--- src/rtl/irq_prio_pkg.sv ---
package irq_prio_pkg;
  localparam int unsigned NSRC   = 5;
  localparam int unsigned ADDR_W = 8;
  localparam int unsigned DATA_W = 8;
  localparam int unsigned VEC_W  = 12;

  localparam logic [ADDR_W-1:0] OPT_ADDR = 8'hC8;
  localparam int unsigned BIT_PA_LVL  = 6;
  localparam int unsigned BIT_PBC_RISE = 5;
  localparam int unsigned BIT_GEN     = 4;

  // source index doubles as priority rank (0 highest)
  localparam int unsigned SRC_NMI = 0;
  localparam int unsigned SRC_PA  = 1;
  localparam int unsigned SRC_PBC = 2;
  localparam int unsigned SRC_TMR = 3;
  localparam int unsigned SRC_ADC = 4;

  // sources allowed to end STOP (ADC excluded)
  localparam logic [NSRC-1:0] STOP_WAKE_MASK = 5'b01111;

  typedef struct packed {
    logic pa_level;
    logic pbc_rise;
    logic gen;
  } opt_t;

  function automatic logic [VEC_W-1:0] vec_addr(input int unsigned idx);
    if (idx == SRC_NMI) return 12'hFFC;
    return 12'hFF8 - VEC_W'(2 * idx);
  endfunction
endpackage

--- src/rtl/irq_opt_reg.sv ---
module irq_opt_reg
  import irq_prio_pkg::*;
(
  input  logic              clk_i,
  input  logic              rst_ni,
  input  logic              we_i,
  input  logic [ADDR_W-1:0] addr_i,
  input  logic [DATA_W-1:0] wdata_i,
  output opt_t              opt_o
);
  opt_t opt_q;
  logic unused_rsvd;

  assign unused_rsvd = ^{wdata_i[7], wdata_i[3:0]};

  always_ff @(posedge clk_i or negedge rst_ni) begin
    if (!rst_ni) begin
      opt_q <= '0;
    end else if (we_i && addr_i == OPT_ADDR) begin
      opt_q.pa_level <= wdata_i[BIT_PA_LVL];
      opt_q.pbc_rise <= wdata_i[BIT_PBC_RISE];
      opt_q.gen      <= wdata_i[BIT_GEN];
    end
  end

  assign opt_o = opt_q;

  assert_opt_load_R1: assert property (@(posedge clk_i) disable iff (!rst_ni)
    (we_i && addr_i == OPT_ADDR) |=> (opt_o.gen == $past(wdata_i[BIT_GEN])));
  assert_opt_hold_R1: assert property (@(posedge clk_i) disable iff (!rst_ni)
    (!we_i || addr_i != OPT_ADDR) |=> $stable(opt_o));
endmodule

--- src/rtl/irq_trig.sv ---
module irq_trig
  import irq_prio_pkg::*;
(
  input  logic            clk_i,
  input  logic            rst_ni,
  input  opt_t            opt_i,
  input  logic            nmi_ni,
  input  logic            pa_ni,
  input  logic            pbc_i,
  input  logic            tmr_flag_i,
  input  logic            adc_flag_i,
  input  logic [NSRC-1:0] clr_i,
  output logic [NSRC-1:0] pend_o
);
  logic nmi_q, pa_q, pbc_q;
  logic nmi_lat_q, pa_lat_q, pbc_lat_q;
  logic armed_q;
  logic nmi_fall, pa_fall, pbc_edge;
  logic unused_clr;

  assign unused_clr = ^clr_i[NSRC-1:SRC_TMR];

  assign nmi_fall = nmi_q & ~nmi_ni;
  assign pa_fall  = pa_q & ~pa_ni;
  assign pbc_edge = opt_i.pbc_rise ? (~pbc_q & pbc_i) : (pbc_q & ~pbc_i);

  always_ff @(posedge clk_i or negedge rst_ni) begin
    if (!rst_ni) begin
      nmi_q     <= 1'b1;
      pa_q      <= 1'b1;
      pbc_q     <= 1'b1;
      nmi_lat_q <= 1'b0;
      pa_lat_q  <= 1'b0;
      pbc_lat_q <= 1'b0;
      armed_q   <= 1'b0;
    end else begin
      nmi_q     <= nmi_ni;
      pa_q      <= pa_ni;
      pbc_q     <= pbc_i;
      armed_q   <= 1'b1;
      // a new edge wins over a same-cycle clear
      nmi_lat_q <= nmi_fall | (nmi_lat_q & ~clr_i[SRC_NMI]);
      pa_lat_q  <= ~opt_i.pa_level & (pa_fall | (pa_lat_q & ~clr_i[SRC_PA]));
      pbc_lat_q <= pbc_edge | (pbc_lat_q & ~clr_i[SRC_PBC]);
    end
  end

  always_comb begin
    pend_o          = '0;
    pend_o[SRC_NMI] = nmi_lat_q;
    pend_o[SRC_PA]  = opt_i.pa_level ? ~pa_ni : pa_lat_q;
    pend_o[SRC_PBC] = pbc_lat_q;
    pend_o[SRC_TMR] = tmr_flag_i;
    pend_o[SRC_ADC] = adc_flag_i;
  end

  assert_pa_fall_latch_R2: assert property (@(posedge clk_i) disable iff (!rst_ni)
    (armed_q && !opt_i.pa_level && $fell(pa_ni)) |=> pend_o[SRC_PA]);
  assert_pbc_rise_R4: assert property (@(posedge clk_i) disable iff (!rst_ni)
    (armed_q && opt_i.pbc_rise && $rose(pbc_i)) |=> pend_o[SRC_PBC]);
  assert_pbc_fall_R4: assert property (@(posedge clk_i) disable iff (!rst_ni)
    (armed_q && !opt_i.pbc_rise && $fell(pbc_i)) |=> pend_o[SRC_PBC]);
endmodule

--- src/rtl/irq_arb.sv ---
module irq_arb
  import irq_prio_pkg::*;
(
  input  logic [NSRC-1:0]  req_i,
  output logic [NSRC-1:0]  grant_o,
  output logic             any_o,
  output logic [VEC_W-1:0] vec_o
);
  logic [NSRC:0] blk;

  assign blk[0] = 1'b0;
  for (genvar i = 0; i < NSRC; i++) begin : g_chain
    assign grant_o[i] = req_i[i] & ~blk[i];
    assign blk[i+1]   = blk[i] | req_i[i];
  end

  assign any_o = blk[NSRC];

  always_comb begin
    vec_o = '0;
    for (int i = 0; i < NSRC; i++) begin
      if (grant_o[i]) vec_o = vec_o | vec_addr(i);
    end
  end
endmodule

--- src/rtl/irq_prio_ctrl.sv ---
module irq_prio_ctrl
  import irq_prio_pkg::*;
(
  input  logic              clk_i,
  input  logic              rst_ni,
  input  logic              opt_we_i,
  input  logic [ADDR_W-1:0] opt_addr_i,
  input  logic [DATA_W-1:0] opt_wdata_i,
  input  logic              nmi_ni,
  input  logic              pa_ni,
  input  logic              pbc_i,
  input  logic              tmr_flag_i,
  input  logic              adc_flag_i,
  input  logic              ack_i,
  input  logic              reti_i,
  output logic              irq_o,
  output logic [VEC_W-1:0]  vector_o,
  output logic              wake_wait_o,
  output logic              wake_stop_o
);
  opt_t            opt;
  logic [NSRC-1:0] pend, req, grant, clr;
  logic            nest_q, mask_ok;

  irq_opt_reg u_opt (
    .clk_i   (clk_i),
    .rst_ni  (rst_ni),
    .we_i    (opt_we_i),
    .addr_i  (opt_addr_i),
    .wdata_i (opt_wdata_i),
    .opt_o   (opt)
  );

  irq_trig u_trig (
    .clk_i      (clk_i),
    .rst_ni     (rst_ni),
    .opt_i      (opt),
    .nmi_ni     (nmi_ni),
    .pa_ni      (pa_ni),
    .pbc_i      (pbc_i),
    .tmr_flag_i (tmr_flag_i),
    .adc_flag_i (adc_flag_i),
    .clr_i      (clr),
    .pend_o     (pend)
  );

  assign mask_ok = opt.gen & ~nest_q;

  always_comb begin
    req          = pend & {NSRC{mask_ok}};
    req[SRC_NMI] = pend[SRC_NMI];
  end

  irq_arb u_arb (
    .req_i   (req),
    .grant_o (grant),
    .any_o   (irq_o),
    .vec_o   (vector_o)
  );

  assign clr = ack_i ? grant : '0;

  always_ff @(posedge clk_i or negedge rst_ni) begin
    if (!rst_ni)              nest_q <= 1'b0;
    else if (ack_i && irq_o)  nest_q <= 1'b1;
    else if (reti_i)          nest_q <= 1'b0;
  end

  assign wake_wait_o = opt.gen & (|pend);
  assign wake_stop_o = opt.gen & (|(pend & STOP_WAKE_MASK));

  assert_nest_set_R8: assert property (@(posedge clk_i) disable iff (!rst_ni)
    (ack_i && irq_o) |=> nest_q);
  assert_nest_block_R8: assert property (@(posedge clk_i) disable iff (!rst_ni)
    (nest_q && !pend[SRC_NMI]) |-> !irq_o);
  assert_gen_mask_R5: assert property (@(posedge clk_i) disable iff (!rst_ni)
    (!opt.gen && irq_o) |-> (vector_o == 12'hFFC));
  assert_nmi_first_R6: assert property (@(posedge clk_i) disable iff (!rst_ni)
    pend[SRC_NMI] |-> (irq_o && vector_o == 12'hFFC));
  assert_stop_subset_R9: assert property (@(posedge clk_i) disable iff (!rst_ni)
    wake_stop_o |-> wake_wait_o);
endmodule

--- config.mk ---
export PLATFORM = sky130hd
export DESIGN_NAME = irq_prio_ctrl
export DESIGN_NICKNAME = d
export VERILOG_FILES = /design/src/rtl/irq_prio_pkg.sv /design/src/rtl/irq_opt_reg.sv /design/src/rtl/irq_trig.sv /design/src/rtl/irq_arb.sv /design/src/rtl/irq_prio_ctrl.sv
export SDC_FILE = /design/constraint.sdc
export NUM_CORES = 1
export LEC_CHECK = 0
export BUFFER_PORTS_ARGS = -buffer_cell sky130_fd_sc_hd__buf_2
export CELL_PAD_IN_SITES_DETAIL_PLACEMENT = 1
export CELL_PAD_IN_SITES_GLOBAL_PLACEMENT = 1
export CORE_UTILIZATION = 31
export CTS_BUF_LIST = sky130_fd_sc_hd__clkbuf_8
export DETAILED_ROUTE_END_ITERATION = 10
export HOLD_SLACK_MARGIN = 0.06
export PLACE_DENSITY = 0.95
export REMOVE_ABC_BUFFERS = 1
export SYNTH_ARGS = -nofsm -noshare
export SYNTH_HDL_FRONTEND = slang
export SYNTH_SLANG_ARGS = --single-unit
--- constraint.sdc ---
create_clock -name clk_i -period 4 [get_ports clk_i]
set_input_delay 0.6 -clock clk_i [delete_from_list [all_inputs] [get_ports clk_i]]
set_output_delay 0.6 -clock clk_i [all_outputs]
set_load 0.05 [all_outputs]
# --- Yosys cells after proc, flatten, opt, wreduce, memory -nomap -nowiden ---
# Index checks and enable logic that the tools add are counted.
word_totals:
  regBits: 10
  inputBits: 26
  out_inout_bits: 15
  elab_cells: 64
op_classes:
  n_eq_ne: 1
  n_mux: 12
  bitwise_logic: 36
  reduce_logical: 5
ops:
  columns: ["cell", "n"]
  rows:
  - ["12-bit 2-to-1 mux", 5]
  - ["1-bit bitwise AND", 15]
  - ["1-bit NOT", 13]
  - ["8-bit == test, second input constant", 1]
  - ["1-bit OR", 7]
  - ["3-bit 2-to-1 mux", 2]
  - ["5-bit bitwise AND", 1]
  - ["1-bit 2-to-1 mux", 5]
  - ["5-bit OR reduction", 1]
  - ["4-bit OR reduction", 1]
  - ["1-bit logical AND", 2]
  - ["2-bit nonzero test", 1]

# --- Longest topological paths before layout ---
depth:
  ltp_word: 11
  ltp_mapped: 4
  depth_no_buf: 3

# --- By module ---
# Synthesis repeated with hierarchy kept, for this count alone.
hier_totals:
  hier_cells: 70
  hier_area_um2: 664.4
by_module_without_submodules:
  columns: ["mod", "n_inst", "cells_each", "area_per_inst_um2", "seq_area_each_um2"]
  rows:
  - ["irq_trig", 1, 22, 254.0, 153.9]
  - ["irq_arb", 1, 22, 143.9, 0.0]
  - ["irq_opt_reg", 1, 9, 143.9, 75.1]
  - ["irq_prio_ctrl", 1, 17, 122.6, 25.0]

# --- Least setup slack after synthesis ---
# Ideal clock, no wire load.
synth_path:
  path_type: "in2out"
  start: "input pa_ni"
  end: "output wake_stop_o"
  t_arrival_ns: 1.900
  t_required_ns: 3.400
  setup_slack_ns: 1.500
  cell_stages: 3
  n_path_buf: 0
  path_cell_list: "nand2_1 > a21oi_1 > a21boi_0"
synth_between:
  elab_chain_len: 4
synth_rtl:
  columns: ["item", "line", "source"]
  rows:
  - ["start: declaration", "irq_prio_ctrl.sv:10", "input logic pa_ni,"]
  - ["1-bit NOT", "irq_trig.sv:51", "pend_o[SRC_PA] = opt_i.pa_level ? ~pa_ni : pa_lat_q;"]
  - ["1-bit 2-to-1 mux", "irq_trig.sv:51", null]
  - ["4-bit OR reduction", "irq_prio_ctrl.sv:70", "assign wake_stop_o = opt.gen & (|(pend & STOP_WAKE_MASK));"]
  - ["1-bit bitwise AND", "irq_prio_ctrl.sv:70", null]
  - ["end: declaration", "irq_prio_ctrl.sv:19", "output logic wake_stop_o"]
# No other way between the ends.

# --- Worst setup path after layout ---
layout_path:
  start: "register u_opt.opt_q, in the netlist u_opt.opt_o[2]"
  end: "output vector_o[11]"
layout_between:
  elab_chain_len: 8
  elab_cells_between_ends: 16
  classes_between: "mux (5); bitwise (11)"
layout_rtl:
  columns: ["item", "line", "source"]
  rows:
  - ["start: declaration", "irq_opt_reg.sv:11", "opt_t opt_q;"]
  - ["1-bit 2-to-1 mux (*)", "irq_trig.sv:51", null]
  - ["5-bit bitwise AND (*)", "irq_prio_ctrl.sv:50", "req = pend & {NSRC{mask_ok}};"]
  - ["1-bit OR", "irq_arb.sv:14", "assign blk[i+1] = blk[i] | req_i[i];"]
  - ["1-bit NOT or 1-bit OR (tied branches)", "irq_arb.sv:13, irq_arb.sv:14", null]
  - ["1-bit bitwise AND (tied with other cells)", "irq_arb.sv:13", "assign grant_o[i] = req_i[i] & ~blk[i];"]
  - ["12-bit 2-to-1 mux (tied with other cells)", "irq_arb.sv:22", "if (grant_o[i]) vec_o = vec_o | vec_addr(i);"]
  - ["12-bit 2-to-1 mux or 1-bit bitwise AND (tied branches)", "irq_arb.sv:22, irq_arb.sv:13", null]
  - ["12-bit 2-to-1 mux (*)", "irq_arb.sv:22", null]
  - ["end: declaration", "irq_prio_ctrl.sv:17", "output logic [VEC_W-1:0] vector_o,"]
# Mark *: on every way between the ends. The rest lies on a longest branch, timed or not.

==> out/qor.txt <==
WP data required: 3.40 ns
Largest net degree at the start of global routing: 11
CTS root buf: clkbuf_8
H-tree levels: 1
Status: complete, no violations
GRT met2 Usage: 0.278
First DRT Iteration DRCs: 0
Most crowded layer after global routing: met2
Initial antenna violation count: 0
Synth Register Bits: 10
Cell variety after synth: 26
Worst-path clk slew: 0.05 ns
Die area: 2030 sq um
I/O Pins: 41
Most common cell after layout, fill and taps aside: buf_2
Max Cap Viol: 0
Clk_lat worst skew: 0.23 ns
Layout Utilization: 0.439
Critical Path Max Stage Delay: 0.43 ns
DR vias: 513
Die Span Y: 45.0 um
Total gr overflow: 0
Power per cell area: 433 nW/um^2
Fmax achieved: 415 MHz
Startpoint types: flop
CP cell instances: or2_4, a2111o_1, a21o_2, buf_2
Die W: 45.0 um
Clock buffer count from CTS: 3
Number of iterations in the first detailed-routing pass: 1
IO Port Bufs: 34
Finish-stage setup viols: 0
Hold Crit Class: input pin to asynchronous set/reset pin
Mapped Area: 574 sq um
Final Net Count: 112
First-pass GRT wire length: 2080 um
Antenna diode count: 0
CTS tree: done
Clock Skews: 0.000862 ns
HPWL Detailed: 1140 um
Hold-fix buffers, CTS: 0
Longest Clk Path Bufs: 2
Area share of the largest cell type after synthesis: 0.305
Top delay family on crit path: compound AO/OA/AOI/OAI gates
Inst Count DP: 106
Critical path's slowest cell: a2111o_1
RSZ-0062 raised after global routing: false
Area grow syn2layout: 32.0%
Leak pwr: 0.000380 uW
Site Rows: 15
Vias in the first global route: 533
YS warnings: 0
Final total power: 329 uW
Sequential share of the synthesized area: 0.442
Placeable Area: 1730 sq um
Final TNS setup: 0 ns
Critical path fanouts, max: 8
Global placement routability congestion: 0.673
Most frequent cells in the layout: buf_2, dfrtp_1, clkbuf_8
Period Utilization, post-route: 0.602
M3 GR Usage: 0.0200
# resized after CTS: 0
Buffer count from post-CTS setup fixing: 0
Area after DPL: 703 sq um
Crit. End Element: output port
Final Hold Viols: 0
Number of clock sinks: 10
Final min period: 2.41 ns
Cell Count, Final, Fillers Out: 110
Worst vdd ir: 0.234 mV
Worst EP arrival: 1.81 ns
Total GRT Usage: 0.142
Initial Utilization: 0.333
Total Routed Length: 1300 um
Post-synthesis area per instance: 10.1 sq um
Final slew viol count: 0
Post-DRT Antenna Nets: 0
Largest area contributor in the netlist: dfrtp_1
CP bufs+invs: 1
WL per Instance: 11.8 um
# DRC: 0
Drt via density: 4.66
Setup CP Type: flop to output port
Top post-synthesis cells by area: dfrtp_1, dfstp_2, buf_4
Design area: 758 sq um
Met1 GRT Util: 0.140
Layout cell share with drive strength beyond 1: 0.553
Syn Inst Count: 57
==> synthesized netlist by cell type (all sizes together) <==
library cell  count
nand2b            3
conb              1
a211o             1
a221o             1
a31o              1
nor3b             1
nor4bb            1
o22ai             1
a21o              2
a21oi             3
o21a              1
nor2              1
nand2             2
inv               3
a2111o            1
nor2b             3
nor3              2
buf              10
dfstp             3
a21boi            1
mux2              3
o21ai             3
or2               1
nand4             1
dfrtp             7
==> area by class of cell <==
cell class                      count  area, sq um
Fill cell                         213          968
Sequential cell                    10          254
Multi-Input combinational cell     34          236
Timing Repair Buffer               34          170
Clock buffer                        4         55.1
Tap cell                           25         31.3
Inverter                            3         11.3
==> flip-flops by register name, summed over array words and instances (netlist names) <==
register / flops
u_trig.pa_lat_q: 1
nest_q: 1
u_trig.pbc_q: 1
u_trig.pbc_lat_q: 1
u_trig.nmi_q: 1
u_opt.opt_o: 3
u_trig.nmi_lat_q: 1
u_trig.pa_q: 1
==> final timing paths <==
kind | depth (start not counted) | endpoint | slack (ns) | startpoint
worst max-delay path | 4 | vector_o[11] | 1.59 | u_opt.opt_o[2]$_DFFE_PN0P_
worst min-delay path | 1 | u_opt.opt_o[0]$_DFFE_PN0P_ | 0.22 | rst_ni
worst max register to register | 3 | nest_q$_DFFE_PN0P_ | 2.57 | u_opt.opt_o[2]$_DFFE_PN0P_
worst min register to register | 1 | u_trig.pa_lat_q$_DFF_PN0_ | 0.48 | u_opt.opt_o[2]$_DFFE_PN0P_
max in group asynchronous | 1 | u_trig.pa_q$_DFF_PN1_ | 3.53 | rst_ni
min in group clk_i | 1 | u_trig.pa_lat_q$_DFF_PN0_ | 0.48 | u_opt.opt_o[2]$_DFFE_PN0P_
==> logic make-up (layout without fill, tap and decap cells) <==
kind of cell,after synthesis,in the layout,share of synthesized area
AOI/OAI and AO/OA,15,15,0.187
and+or+nand+nor,15,15,0.159
buffers and inverters,13,41,0.146
DFF,10,10,0.442
muxes,3,3,0.0588
other,1,1,0.00653
==> routing by layer <==
layer / vias to the layer above / part of all wire
met4: 0 / 0
met1: 246 / 0.37
met5: - / 0
met2: 24 / 0.56
met3: 0 / 0.071
li1: 243 / -
==> per-stage QoR <==
step | hold slack, ns | setup WS [ns]
after floorplan | 0.304 | 1.07
after global placement | 0.463 | 1.64
after detailed placement | 0.469 | 1.60
after CTS | 0.220 | 1.57
after global routing | 0.230 | 1.51
final | 0.221 | 1.59
==> where the power goes <==
part,internal (uW),switching (uW),total [uW]
sequential,110,6.12,116
clock,86.1,35.0,121
combinational,27.1,64.4,91.4
total,223,106,329
Note: power is estimated with default switching activity, not from simulation.
